### src/rtl/sqw_pkg.sv
// Shared constants and types for the serial word engine.
// Assumes a 32-bit register interface and at most four chip selects.
package sqw_pkg;
    localparam int DATA_W   = 32;
    localparam int DATA_N   = 4;
    localparam int WORD_MAX = DATA_W * DATA_N;
    localparam int WL_W     = $clog2(WORD_MAX);
    localparam int CNT_W    = WL_W + 1;
    localparam int FL_W     = 12;
    localparam int LANES    = 4;
    localparam int AD_W     = 3;

    localparam logic [2:0] OP_RD1 = 3'd1;
    localparam logic [2:0] OP_WR1 = 3'd2;
    localparam logic [2:0] OP_RD2 = 3'd3;
    localparam logic [2:0] OP_INV = 3'd4;
    localparam logic [2:0] OP_RD4 = 3'd7;

    localparam logic [AD_W-1:0] A_CMD  = 3'd0;
    localparam logic [AD_W-1:0] A_STAT = 3'd1;

    typedef enum logic [1:0] {LN_1, LN_2, LN_4} lane_e;

    typedef struct packed {
        logic [1:0]      cs;
        logic [WL_W-1:0] wl_m1;
        logic [2:0]      op;
        logic [FL_W-1:0] fl_m1;
    } cmd_t;
endpackage

### src/rtl/sqw_cmd_decode.sv
// Purely combinational decode of a raw command word into its fields
// and a classification: transfer, invalidate, or nothing.
// Assumes the fixed field layout of the command register.
module sqw_cmd_decode
    import sqw_pkg::*;
(
    input  logic [DATA_W-1:0] raw_i,
    output cmd_t              fld_o,
    output logic              xfer_o,
    output logic              inval_o,
    output logic              read_o,
    output lane_e             lanes_o
);
    // Field extraction
    always_comb begin
        fld_o.cs    = raw_i[29:28];
        fld_o.wl_m1 = raw_i[25:19];
        fld_o.op    = raw_i[18:16];
        fld_o.fl_m1 = raw_i[11:0];
    end

    // Operation classification
    always_comb begin
        xfer_o  = 1'b0;
        inval_o = 1'b0;
        read_o  = 1'b0;
        lanes_o = LN_1;
        case (raw_i[18:16])
            OP_RD1: begin xfer_o = 1'b1; read_o = 1'b1; end
            OP_WR1: xfer_o = 1'b1;
            OP_RD2: begin xfer_o = 1'b1; read_o = 1'b1; lanes_o = LN_2; end
            OP_RD4: begin xfer_o = 1'b1; read_o = 1'b1; lanes_o = LN_4; end
            OP_INV: inval_o = 1'b1;
            default: ;
        endcase
    end
endmodule

### src/rtl/sqw_shifter.sv
// Shift datapath for one word. Writes present the MSB on line 0 and
// shift once per tick. Reads shift in 1, 2 or 4 bits per tick.
// Assumes the word length is a multiple of the lane count.
module sqw_shifter
    import sqw_pkg::*;
(
    input  logic                clk,
    input  logic                rst_n,
    input  logic                start_i,
    input  logic                read_i,
    input  lane_e               lanes_i,
    input  logic [WL_W-1:0]     wl_m1_i,
    input  logic [WORD_MAX-1:0] load_i,
    input  logic                tick_i,
    input  logic [LANES-1:0]    io_in_i,
    output logic                busy_o,
    output logic                rd_o,
    output logic                fin_o,
    output logic [WORD_MAX-1:0] word_nxt_o,
    output logic [LANES-1:0]    io_out_o,
    output logic [LANES-1:0]    io_oe_o,
    output logic                sck_o
);
    localparam logic [WL_W-1:0] TOP_IDX = WL_W'(WORD_MAX - 1);

    logic                busy_q, rd_q, sck_q;
    lane_e               lanes_q;
    logic [WORD_MAX-1:0] sr_q;
    logic [CNT_W-1:0]    left_q, step;

    // Bits moved per tick for the latched lane mode
    always_comb begin
        case (lanes_q)
            LN_2:    step = CNT_W'(2);
            LN_4:    step = CNT_W'(4);
            default: step = CNT_W'(1);
        endcase
    end

    // Next shift-register value for one beat
    always_comb begin
        if (!rd_q) word_nxt_o = {sr_q[WORD_MAX-2:0], 1'b0};
        else begin
            case (lanes_q)
                LN_2:    word_nxt_o = {sr_q[WORD_MAX-3:0], io_in_i[1:0]};
                LN_4:    word_nxt_o = {sr_q[WORD_MAX-5:0], io_in_i};
                default: word_nxt_o = {sr_q[WORD_MAX-2:0], io_in_i[1]};
            endcase
        end
    end

    assign fin_o = busy_q && tick_i && (left_q <= step);

    // Word state: load on start, shift on tick, stop at last beat
    always_ff @(posedge clk) begin
        if (!rst_n) begin
            busy_q  <= 1'b0;
            rd_q    <= 1'b0;
            lanes_q <= LN_1;
            sr_q    <= '0;
            left_q  <= '0;
            sck_q   <= 1'b0;
        end else begin
            sck_q <= busy_q && tick_i;
            if (start_i) begin
                busy_q  <= 1'b1;
                rd_q    <= read_i;
                lanes_q <= lanes_i;
                left_q  <= CNT_W'(wl_m1_i) + CNT_W'(1);
                sr_q    <= read_i ? '0 : (load_i << (TOP_IDX - wl_m1_i));
            end else if (busy_q && tick_i) begin
                sr_q   <= word_nxt_o;
                left_q <= left_q - step;
                if (left_q <= step) busy_q <= 1'b0;
            end
        end
    end

    assign busy_o   = busy_q;
    assign rd_o     = rd_q;
    assign sck_o    = sck_q;
    assign io_oe_o  = (busy_q && !rd_q) ? LANES'(1) : '0;
    assign io_out_o = {{(LANES-1){1'b0}}, busy_q && !rd_q && sr_q[WORD_MAX-1]};
endmodule

### src/rtl/sqw_frame.sv
// Frame tracking: latches the select and length at the first word,
// counts finished words, and drives the chip-select lines with
// per-line polarity. Assumes NUM_CS is at most four.
module sqw_frame
    import sqw_pkg::*;
#(
    parameter int NUM_CS = 4
) (
    input  logic              clk,
    input  logic              rst_n,
    input  logic              start_i,
    input  logic              inval_i,
    input  logic              fin_i,
    input  logic [1:0]        cs_sel_i,
    input  logic [FL_W-1:0]   fl_m1_i,
    input  logic [NUM_CS-1:0] cs_pol_i,
    output logic [NUM_CS-1:0] cs_o
);
    logic            in_frame_q;
    logic [1:0]      cur_cs_q;
    logic [FL_W-1:0] fl_m1_q, wcnt_q;

    // Frame open, word counting and close
    always_ff @(posedge clk) begin
        if (!rst_n) begin
            in_frame_q <= 1'b0;
            cur_cs_q   <= '0;
            fl_m1_q    <= '0;
            wcnt_q     <= '0;
        end else if (inval_i) begin
            in_frame_q <= 1'b0;
            wcnt_q     <= '0;
        end else if (start_i && !in_frame_q) begin
            in_frame_q <= 1'b1;
            cur_cs_q   <= cs_sel_i;
            fl_m1_q    <= fl_m1_i;
            wcnt_q     <= '0;
        end else if (fin_i) begin
            if (wcnt_q == fl_m1_q) begin
                in_frame_q <= 1'b0;
                wcnt_q     <= '0;
            end else begin
                wcnt_q <= wcnt_q + FL_W'(1);
            end
        end
    end

    // One chip-select driver per line
    for (genvar i = 0; i < NUM_CS; i++) begin : g_cs
        assign cs_o[i] = (in_frame_q && cur_cs_q == 2'(i)) ? cs_pol_i[i] : ~cs_pol_i[i];
    end
endmodule

### src/rtl/sqw_engine.sv
// Top level: register file, command acceptance and result capture.
// Commands and data writes are ignored while a word is in flight.
// Assumes sclk_tick is a one-cycle strobe from an external divider.
module sqw_engine
    import sqw_pkg::*;
#(
    parameter int NUM_CS = 4
) (
    input  logic              clk,
    input  logic              rst_n,
    input  logic              reg_we,
    input  logic [2:0]        reg_addr,
    input  logic [31:0]       reg_wdata,
    output logic [31:0]       reg_rdata,
    input  logic [NUM_CS-1:0] cs_pol,
    input  logic              sclk_tick,
    input  logic [3:0]        io_in,
    output logic [3:0]        io_out,
    output logic [3:0]        io_oe,
    output logic              sck,
    output logic [NUM_CS-1:0] cs_o
);
    logic [DATA_N-1:0][DATA_W-1:0] data_q;
    logic [DATA_W-1:0]             cmd_q;
    logic                          wc_q;
    logic                          busy, shf_rd, fin;
    logic [WORD_MAX-1:0]           word_nxt;
    cmd_t                          fld;
    logic                          is_xfer, is_inval, is_read;
    lane_e                         lanes;
    logic                          accept;

    assign accept = reg_we && (reg_addr == A_CMD) && !busy;

    sqw_cmd_decode u_dec (
        .raw_i(reg_wdata), .fld_o(fld), .xfer_o(is_xfer),
        .inval_o(is_inval), .read_o(is_read), .lanes_o(lanes)
    );

    sqw_shifter u_shf (
        .clk(clk), .rst_n(rst_n), .start_i(accept && is_xfer),
        .read_i(is_read), .lanes_i(lanes), .wl_m1_i(fld.wl_m1),
        .load_i(data_q), .tick_i(sclk_tick), .io_in_i(io_in),
        .busy_o(busy), .rd_o(shf_rd), .fin_o(fin), .word_nxt_o(word_nxt),
        .io_out_o(io_out), .io_oe_o(io_oe), .sck_o(sck)
    );

    sqw_frame #(.NUM_CS(NUM_CS)) u_frm (
        .clk(clk), .rst_n(rst_n), .start_i(accept && is_xfer),
        .inval_i(accept && is_inval), .fin_i(fin), .cs_sel_i(fld.cs),
        .fl_m1_i(fld.fl_m1), .cs_pol_i(cs_pol), .cs_o(cs_o)
    );

    // Register writes, word-complete flag and read-data capture
    always_ff @(posedge clk) begin
        if (!rst_n) begin
            data_q <= '0;
            cmd_q  <= '0;
            wc_q   <= 1'b0;
        end else begin
            if (accept) begin
                cmd_q <= reg_wdata;
                wc_q  <= 1'b0;
            end
            if (fin) begin
                wc_q <= 1'b1;
                if (shf_rd) data_q <= word_nxt;
            end
            if (reg_we && reg_addr[2] && !busy) data_q[reg_addr[1:0]] <= reg_wdata;
        end
    end

    // Register read mux
    always_comb begin
        if (reg_addr[2])              reg_rdata = data_q[reg_addr[1:0]];
        else if (reg_addr == A_CMD)   reg_rdata = cmd_q;
        else if (reg_addr == A_STAT)  reg_rdata = {30'd0, wc_q, busy};
        else                          reg_rdata = '0;
    end
endmodule

### config.mk
export PLATFORM = sky130hd
export DESIGN_NAME = sqw_engine
export DESIGN_NICKNAME = d
export VERILOG_FILES = /design/src/rtl/sqw_pkg.sv /design/src/rtl/sqw_cmd_decode.sv /design/src/rtl/sqw_shifter.sv /design/src/rtl/sqw_frame.sv /design/src/rtl/sqw_engine.sv
export SDC_FILE = /design/constraint.sdc
export NUM_CORES = 2
export LEC_CHECK = 0
export BUFFER_PORTS_ARGS = -buffer_cell sky130_fd_sc_hd__buf_2
export CAP_MARGIN = 30
export CORE_UTILIZATION = 30
export DETAILED_ROUTE_END_ITERATION = 8
export PLACE_DENSITY_LB_ADDON = 0.12
export SLEW_MARGIN = 10
export SYNTH_ARGS = -nofsm -noshare
export SYNTH_HDL_FRONTEND = slang
export SYNTH_HIERARCHICAL = 1
export SYNTH_SLANG_ARGS = --single-unit
### constraint.sdc
create_clock -name clk -period 6.05 [get_ports clk]
set_clock_uncertainty 0.05 [all_clocks]
set_input_delay 0.9075 -clock clk [delete_from_list [all_inputs] [get_ports clk]]
set_output_delay 0.9075 -clock clk [all_outputs]
set_load 0.01 [all_outputs]
# Word-level counts from Yosys, hierarchy flattened
# Cells that the tools add are included.
dict set report word_totals {
  ff_bits 329
  inputBits 47
  output_inout_bits 45
  wordCells 113
}
dict set report classes {
  add_sub_neg 4
  n_lt_le_gt_ge 3
  eq_ne 12
  shift 1
  muxes 38
  bitwise_logic 6
  n_reduce_logical 33
}
# op n
set ops {}
lappend ops {{$mux W128} 8}
lappend ops {{$pmux W128 S2} 1}
lappend ops {{$bwmux W128} 1}
lappend ops {{$mux W32} 4}
lappend ops {{$shl A128 B7 Y128} 1}
lappend ops {{$bmux W32 S2} 1}
lappend ops {{$demux W32 S2} 1}
lappend ops {{$logic_and A1 B1 Y1} 16}
lappend ops {{$mux W1} 16}
lappend ops {{$mux W8} 2}
lappend ops {{$add A12 B1 Y12 const B} 1}
lappend ops {{$eq A12 B12 Y1} 1}
lappend ops {{$mux W12} 1}
lappend ops {{$reduce_bool A2 Y1} 5}
lappend ops {{$add A7 B1 Y8 const B} 1}
lappend ops {{$le A8 B3 Y1} 1}
lappend ops {{$sub A8 B3 Y8} 1}
lappend ops {{$sub A7 B7 Y7 const A} 1}
lappend ops {{$eq A2 B2 Y1 const B} 3}
lappend ops {{$eq A3 B1 Y1 const B} 2}
lappend ops {{$eq A3 B2 Y1 const B} 2}
lappend ops {{$eq A3 B3 Y1 const B} 2}
lappend ops {{$not A1 Y1} 6}
lappend ops {{$pmux W3 S2} 1}
lappend ops {{12 further kinds} 18}

# Longest topological paths before layout
dict set report depth {
  depth_word 8
  depth_mapped 15
  depth_no_buf 12
}

# Cells and area by module
# Netlist, hierarchy kept.
# mod instances cells_per_inst area_per_inst_um2 seq_area_each_um2
set by_module_without_submodules {}
lappend by_module_without_submodules {sqw_shifter 1 2067 17748.3 2822.7}
lappend by_module_without_submodules {sqw_engine 1 890 8424.3 3223.1}
lappend by_module_without_submodules {sqw_frame 1 158 1483.9 540.5}
lappend by_module_without_submodules {sqw_cmd_decode 1 32 220.2 0.0}

# Worst setup path after synthesis
# OpenSTA, ideal clock, no wires.
dict set report synth_timing {
  kind {input -> register}
  from {in reg_addr[1]}
  to {reg u_shf.sr_q[111]}
  setup_time_ns 0.074
  arrival_ns 3.814
  required_time_ns 5.926
  slack_ns 2.112
  path_stages 13
  path_buffers 5
  path_cell_list {buf_6 -> or3_1 -> buf_2 -> nor3b_2 -> buf_4 -> buf_6 -> and2_1 -> clkbuf_1 -> inv_2 -> nor3_1 -> nand2_1 -> o221a_2 -> a31oi_1}
}
dict set report synth_via {
  elab_chain_cells 5
  elab_cells_between_ends 6
  classes_between {1 x mux; 5 x reduce/logical}
}
# item line
set synth_lines {}
lappend synth_lines {{start, declared} sqw_engine.sv:12} ;# input logic [2:0] reg_addr,
lappend synth_lines {{$logic_not A3 Y1 *} sqw_engine.sv:33} ;# assign accept = reg_we && (reg_addr == A_CMD) && !busy;
lappend synth_lines {{$logic_and A1 B1 Y1 * (2 in a row)} sqw_engine.sv:33}
lappend synth_lines {{$logic_and A1 B1 Y1 *} sqw_engine.sv:41} ;# .clk(clk), .rst_n(rst_n), .start_i(accept && is_xfer),
lappend synth_lines {{$mux W128 or $reduce_bool A2 Y1 (tied branches)} --}
lappend synth_lines {{end signal, assigned} sqw_shifter.sv:70} ;# sr_q <= read_i ? '0 : (load_i << (TOP_IDX - wl_m1_i));
lappend synth_lines {{end signal, assigned} sqw_shifter.sv:72} ;# sr_q <= word_nxt_o;
lappend synth_lines {{end, declared} sqw_shifter.sv:28} ;# logic [WORD_MAX-1:0] sr_q;
# Mark *: on every way between the ends. The rest lies on a longest branch, timed or not.
# A chain may end at the register's enable or synchronous reset.

# Worst setup path in the final report
dict set report layout_timing {
  from {in reg_addr[1]}
  to {out reg_rdata[24]}
}
dict set report layout_via {
  elab_chain_cells 3
  elab_cells_between_ends 5
  classes_between {4 x mux; 1 x reduce/logical}
}
# item line
set layout_lines {}
lappend layout_lines {{$bmux W32 S2 or $logic_not A3 Y1 (tied branches)} {sqw_engine.sv:75, sqw_engine.sv:76}}
lappend layout_lines {{$mux W32, on equally long branches} {sqw_engine.sv:75, sqw_engine.sv:76}}
lappend layout_lines {{$mux W32 *} sqw_engine.sv:75} ;# if (reg_addr[2]) reg_rdata = data_q[reg_addr[1:0]];
lappend layout_lines {{end, declared} sqw_engine.sv:14} ;# output logic [31:0] reg_rdata,
# Mark *: on every way between the ends. The rest lies on a longest branch, timed or not. The select of a mux whose other input is x is not followed.

==> flow_metrics.tcl <==
set metrics [dict create \
    worst_slew_pin_slew_ns 1.18 \
    starting_density_of_the_core_pct 30.3 \
    crit_arrival_ns 3.47 \
    ant_nets 0 \
    io_buffers 85 \
    multi_input_logic_area_um2 19600 \
    cellPowerDensity_nw_per_um2 208 \
    number_of_antenna_violations_at_the_first_check_in_global_routing 7 \
    vias_in_the_first_global_route 26167 \
    groute.usage.overall_pct 33.1 \
    maxCapViolCount 0 \
    htree_levels 2 \
    critical-path-max-stage-delay_ns 0.65 \
    post_synth_instance_area_um2 27900 \
    post_cts_resized 0 \
    setup_viol 0 \
    drc 0 \
    postSynthAreaPerCell_um2 8.86 \
    cp_max_fo 85 \
    clkLatencyLatePin_ns 0.63 \
    min_path_type "flop to flop" \
    cts.root.buffer_cell "sky130_fd_sc_hd__clkbuf_16" \
    comb_power_share_pct 19.0 \
    finalHoldViolCount 0 \
    die_y_um 307 \
    cts_setup_buffers 0 \
    slew_viol_final 0 \
    slew_headroom_pct 20.3 \
    post-layout-total-power_uw 6350 \
    die_area_um2 94100 \
    cts_buffer_count 46 \
    setup.worst_path.class "input pin to primary output" \
    critical_path.cell_chain "buf_6 > buf_4 > mux2i_1 > o22ai_1 > a21o_1 > buf_2" \
    std_cell_rows 111 \
    cell_internal_power_dissipation_uw 4230 \
    drt-wirelength-per-cell_um 37.5 \
    highest_clock_rate_ghz 0.226 \
    share_clk_of_total_power_pct 43.6 \
    cts_max_path_buffers 3 \
    finalCritPeriodShare_pct 73.1 \
    pwr-share-seq_pct 37.4 \
    detail_route.first_pass.iterations 6 \
    drt-total-wl_mm 161 \
    tritoncts "done" \
    die_boundary_width_um 307 \
    rsz0062_at_grt "false" \
    final.fill_count 9462 \
    total_leakage_power_uw 0.0119 \
    cts.reportedPaths.clkPinSlew_ns 0.05 \
    final_critical_path_setup_slack_ns 1.63 \
    crit_buf_inv 3 \
    detailedPlacementHpwl_mm 118 \
    outcome "finished, final reports clean" \
    register_area_um2 6590 \
    post_route_cells_drive_above_1_share_pct 18.7 \
    final_nets 3067 \
    synth_warnings 6 \
    critical-path-slowest-cell "sky130_fd_sc_hd__buf_4" \
    syn_inst 3144 \
    sw_frac_of_total_pct 33.4 \
    clock_sink_count 329 \
    post_place_setup_slack_ns 1.58 \
    p_sw_uw 2120 \
    timing.critical_path.from_type "input pin" \
    worst_ep_required_time_ns 5.09 \
    vias 28514 \
    syn_to_final_growth_pct 9.52 \
    wire_length_of_the_first_global_routing_pass_mm 220 \
    fin_tns_setup_ns 0 \
    avgViaCountPerCell 6.65 \
    final.min_clock_period_ns 4.42 \
    ios 92 \
    floorplan.core_area_um2 91800 \
    peakVddDrop_mv 0.199 \
    critPathTopFamily "buffers and inverters" \
    pin_count_of_the_biggest_net_entering_global_routing 169 \
    routabilityCongestion 0.998 \
    cts_hold_buf 0 \
    cp-end-kind "primary output" \
    detail_route.iter0.violations 4430 \
    gr-total-overflow 0 \
]
==> metal layers <==
layer | global-route usage (%) | up-vias | part of all wire, %
met5 | 0 | - | 0.031
met4 | 22.3 | 8 | 7.8
met3 | 6.36 | 353 | 8.8
met2 | 48.3 | 1845 | 42
met1 | 44.2 | 14531 | 41
li1 | - | 11777 | -
==> worst register-to-register path, delay by kind of cell, from the launching register on <==
kind                       cells  cell delay (ns)
buffers and inverters          4             0.95
muxes                          1             0.37
and+or+nand+nor                3             0.57
AOI/OAI and AO/OA              2             0.50
DFF                            1             0.36
adders and majority gates      2             0.98
==> power by group through the flow <==
stage | registers [µW] | clock network, µW | logic, µW
after floorplan | 2340 | 0 | 732
after global placement | 2410 | 0 | 1160
after detailed placement | 2410 | 0 | 1160
after CTS | 2360 | 2810 | 1170
after global routing | 2370 | 2880 | 1230
final | 2370 | 2770 | 1210
==> cell usage in the layout (no fill, tap or decap), types with 12 or more instances in the layout <==
cell type                   count
sky130_fd_sc_hd__a211oi_1      25
sky130_fd_sc_hd__a21o_1        29
sky130_fd_sc_hd__a21oi_1      185
sky130_fd_sc_hd__a221oi_1      42
sky130_fd_sc_hd__a22o_1        16
sky130_fd_sc_hd__a22oi_1      137
sky130_fd_sc_hd__a2bb2oi_1     13
sky130_fd_sc_hd__a31oi_1       13
sky130_fd_sc_hd__and2_1        12
sky130_fd_sc_hd__buf_2         91
sky130_fd_sc_hd__buf_4         76
sky130_fd_sc_hd__clkbuf_1      14
sky130_fd_sc_hd__clkbuf_16     46
sky130_fd_sc_hd__clkbuf_8      12
sky130_fd_sc_hd__dfxtp_1      329
sky130_fd_sc_hd__inv_1         15
sky130_fd_sc_hd__mux2_2        82
sky130_fd_sc_hd__mux2i_1      365
sky130_fd_sc_hd__mux4_2       188
sky130_fd_sc_hd__nand2_1      323
sky130_fd_sc_hd__nand2b_1      17
sky130_fd_sc_hd__nand3_1       21
sky130_fd_sc_hd__nor2_1       174
sky130_fd_sc_hd__nor2b_1       36
sky130_fd_sc_hd__nor3_1        19
sky130_fd_sc_hd__o211a_1       35
sky130_fd_sc_hd__o211ai_1      23
sky130_fd_sc_hd__o21a_1        46
sky130_fd_sc_hd__o21ai_0      253
sky130_fd_sc_hd__o22ai_1       96
sky130_fd_sc_hd__o31ai_1       95
sky130_fd_sc_hd__xnor2_1       22
==> through the flow <==
| step | area (µm²) | hold slack (ns) | util [%] | instances |
|---|---|---|---|---|
| final | 30500 | 0.396 | 33.2 | 4288 |
| after global routing | 30500 | 0.416 | 33.2 | 4287 |
| after floorplan | 27900 | 0.378 | - | 3149 |
| after detailed placement | 29000 | 0.392 | 31.6 | 4205 |
| after global placement | 28900 | 0.386 | 31.5 | 4185 |
| after CTS | 30500 | 0.400 | 33.2 | 4286 |
==> registers in the layout (all words and copies together) (netlist names), 2 cells and up <==
signal and flops:
u_shf/left_q 8, u_frm/fl_m1_q 12, u_frm/wcnt_q 12, u_frm/cur_cs_q 2, u_shf/sr_q 128, cmd_q 32, u_shf/lanes_q 2, data_q 128
==> final cells by class <==
| type | instances | share of cell area [%] |
|---|---|---|
| diodes | 1 | 0.00820 |
| clock buffers | 71 | 4.44 |
| clock inverters | 10 | 0.394 |
| inverters | 21 | 0.275 |
| multi-input cells | 2433 | 64.1 |
| flip-flops and latches | 329 | 21.6 |
| well taps | 1243 | 5.10 |
| repair buffers | 180 | 4.11 |
==> worst paths after layout <==
check	start	end	slack, ns	cells after the start
hold reg to reg	wc_q$_SDFFE_PN0P_	wc_q$_SDFFE_PN0P_	0.40	2
hold / removal	wc_q$_SDFFE_PN0P_	wc_q$_SDFFE_PN0P_	0.40	2
setup / recovery	reg_addr[1]	reg_rdata[24]	1.63	6
setup reg to reg	u_shf/lanes_q[0]$_SDFFE_PN0P_	data_q[118]$_SDFF_PN0_	2.16	12
No activity file was read; power rests on OpenSTA's default activity.
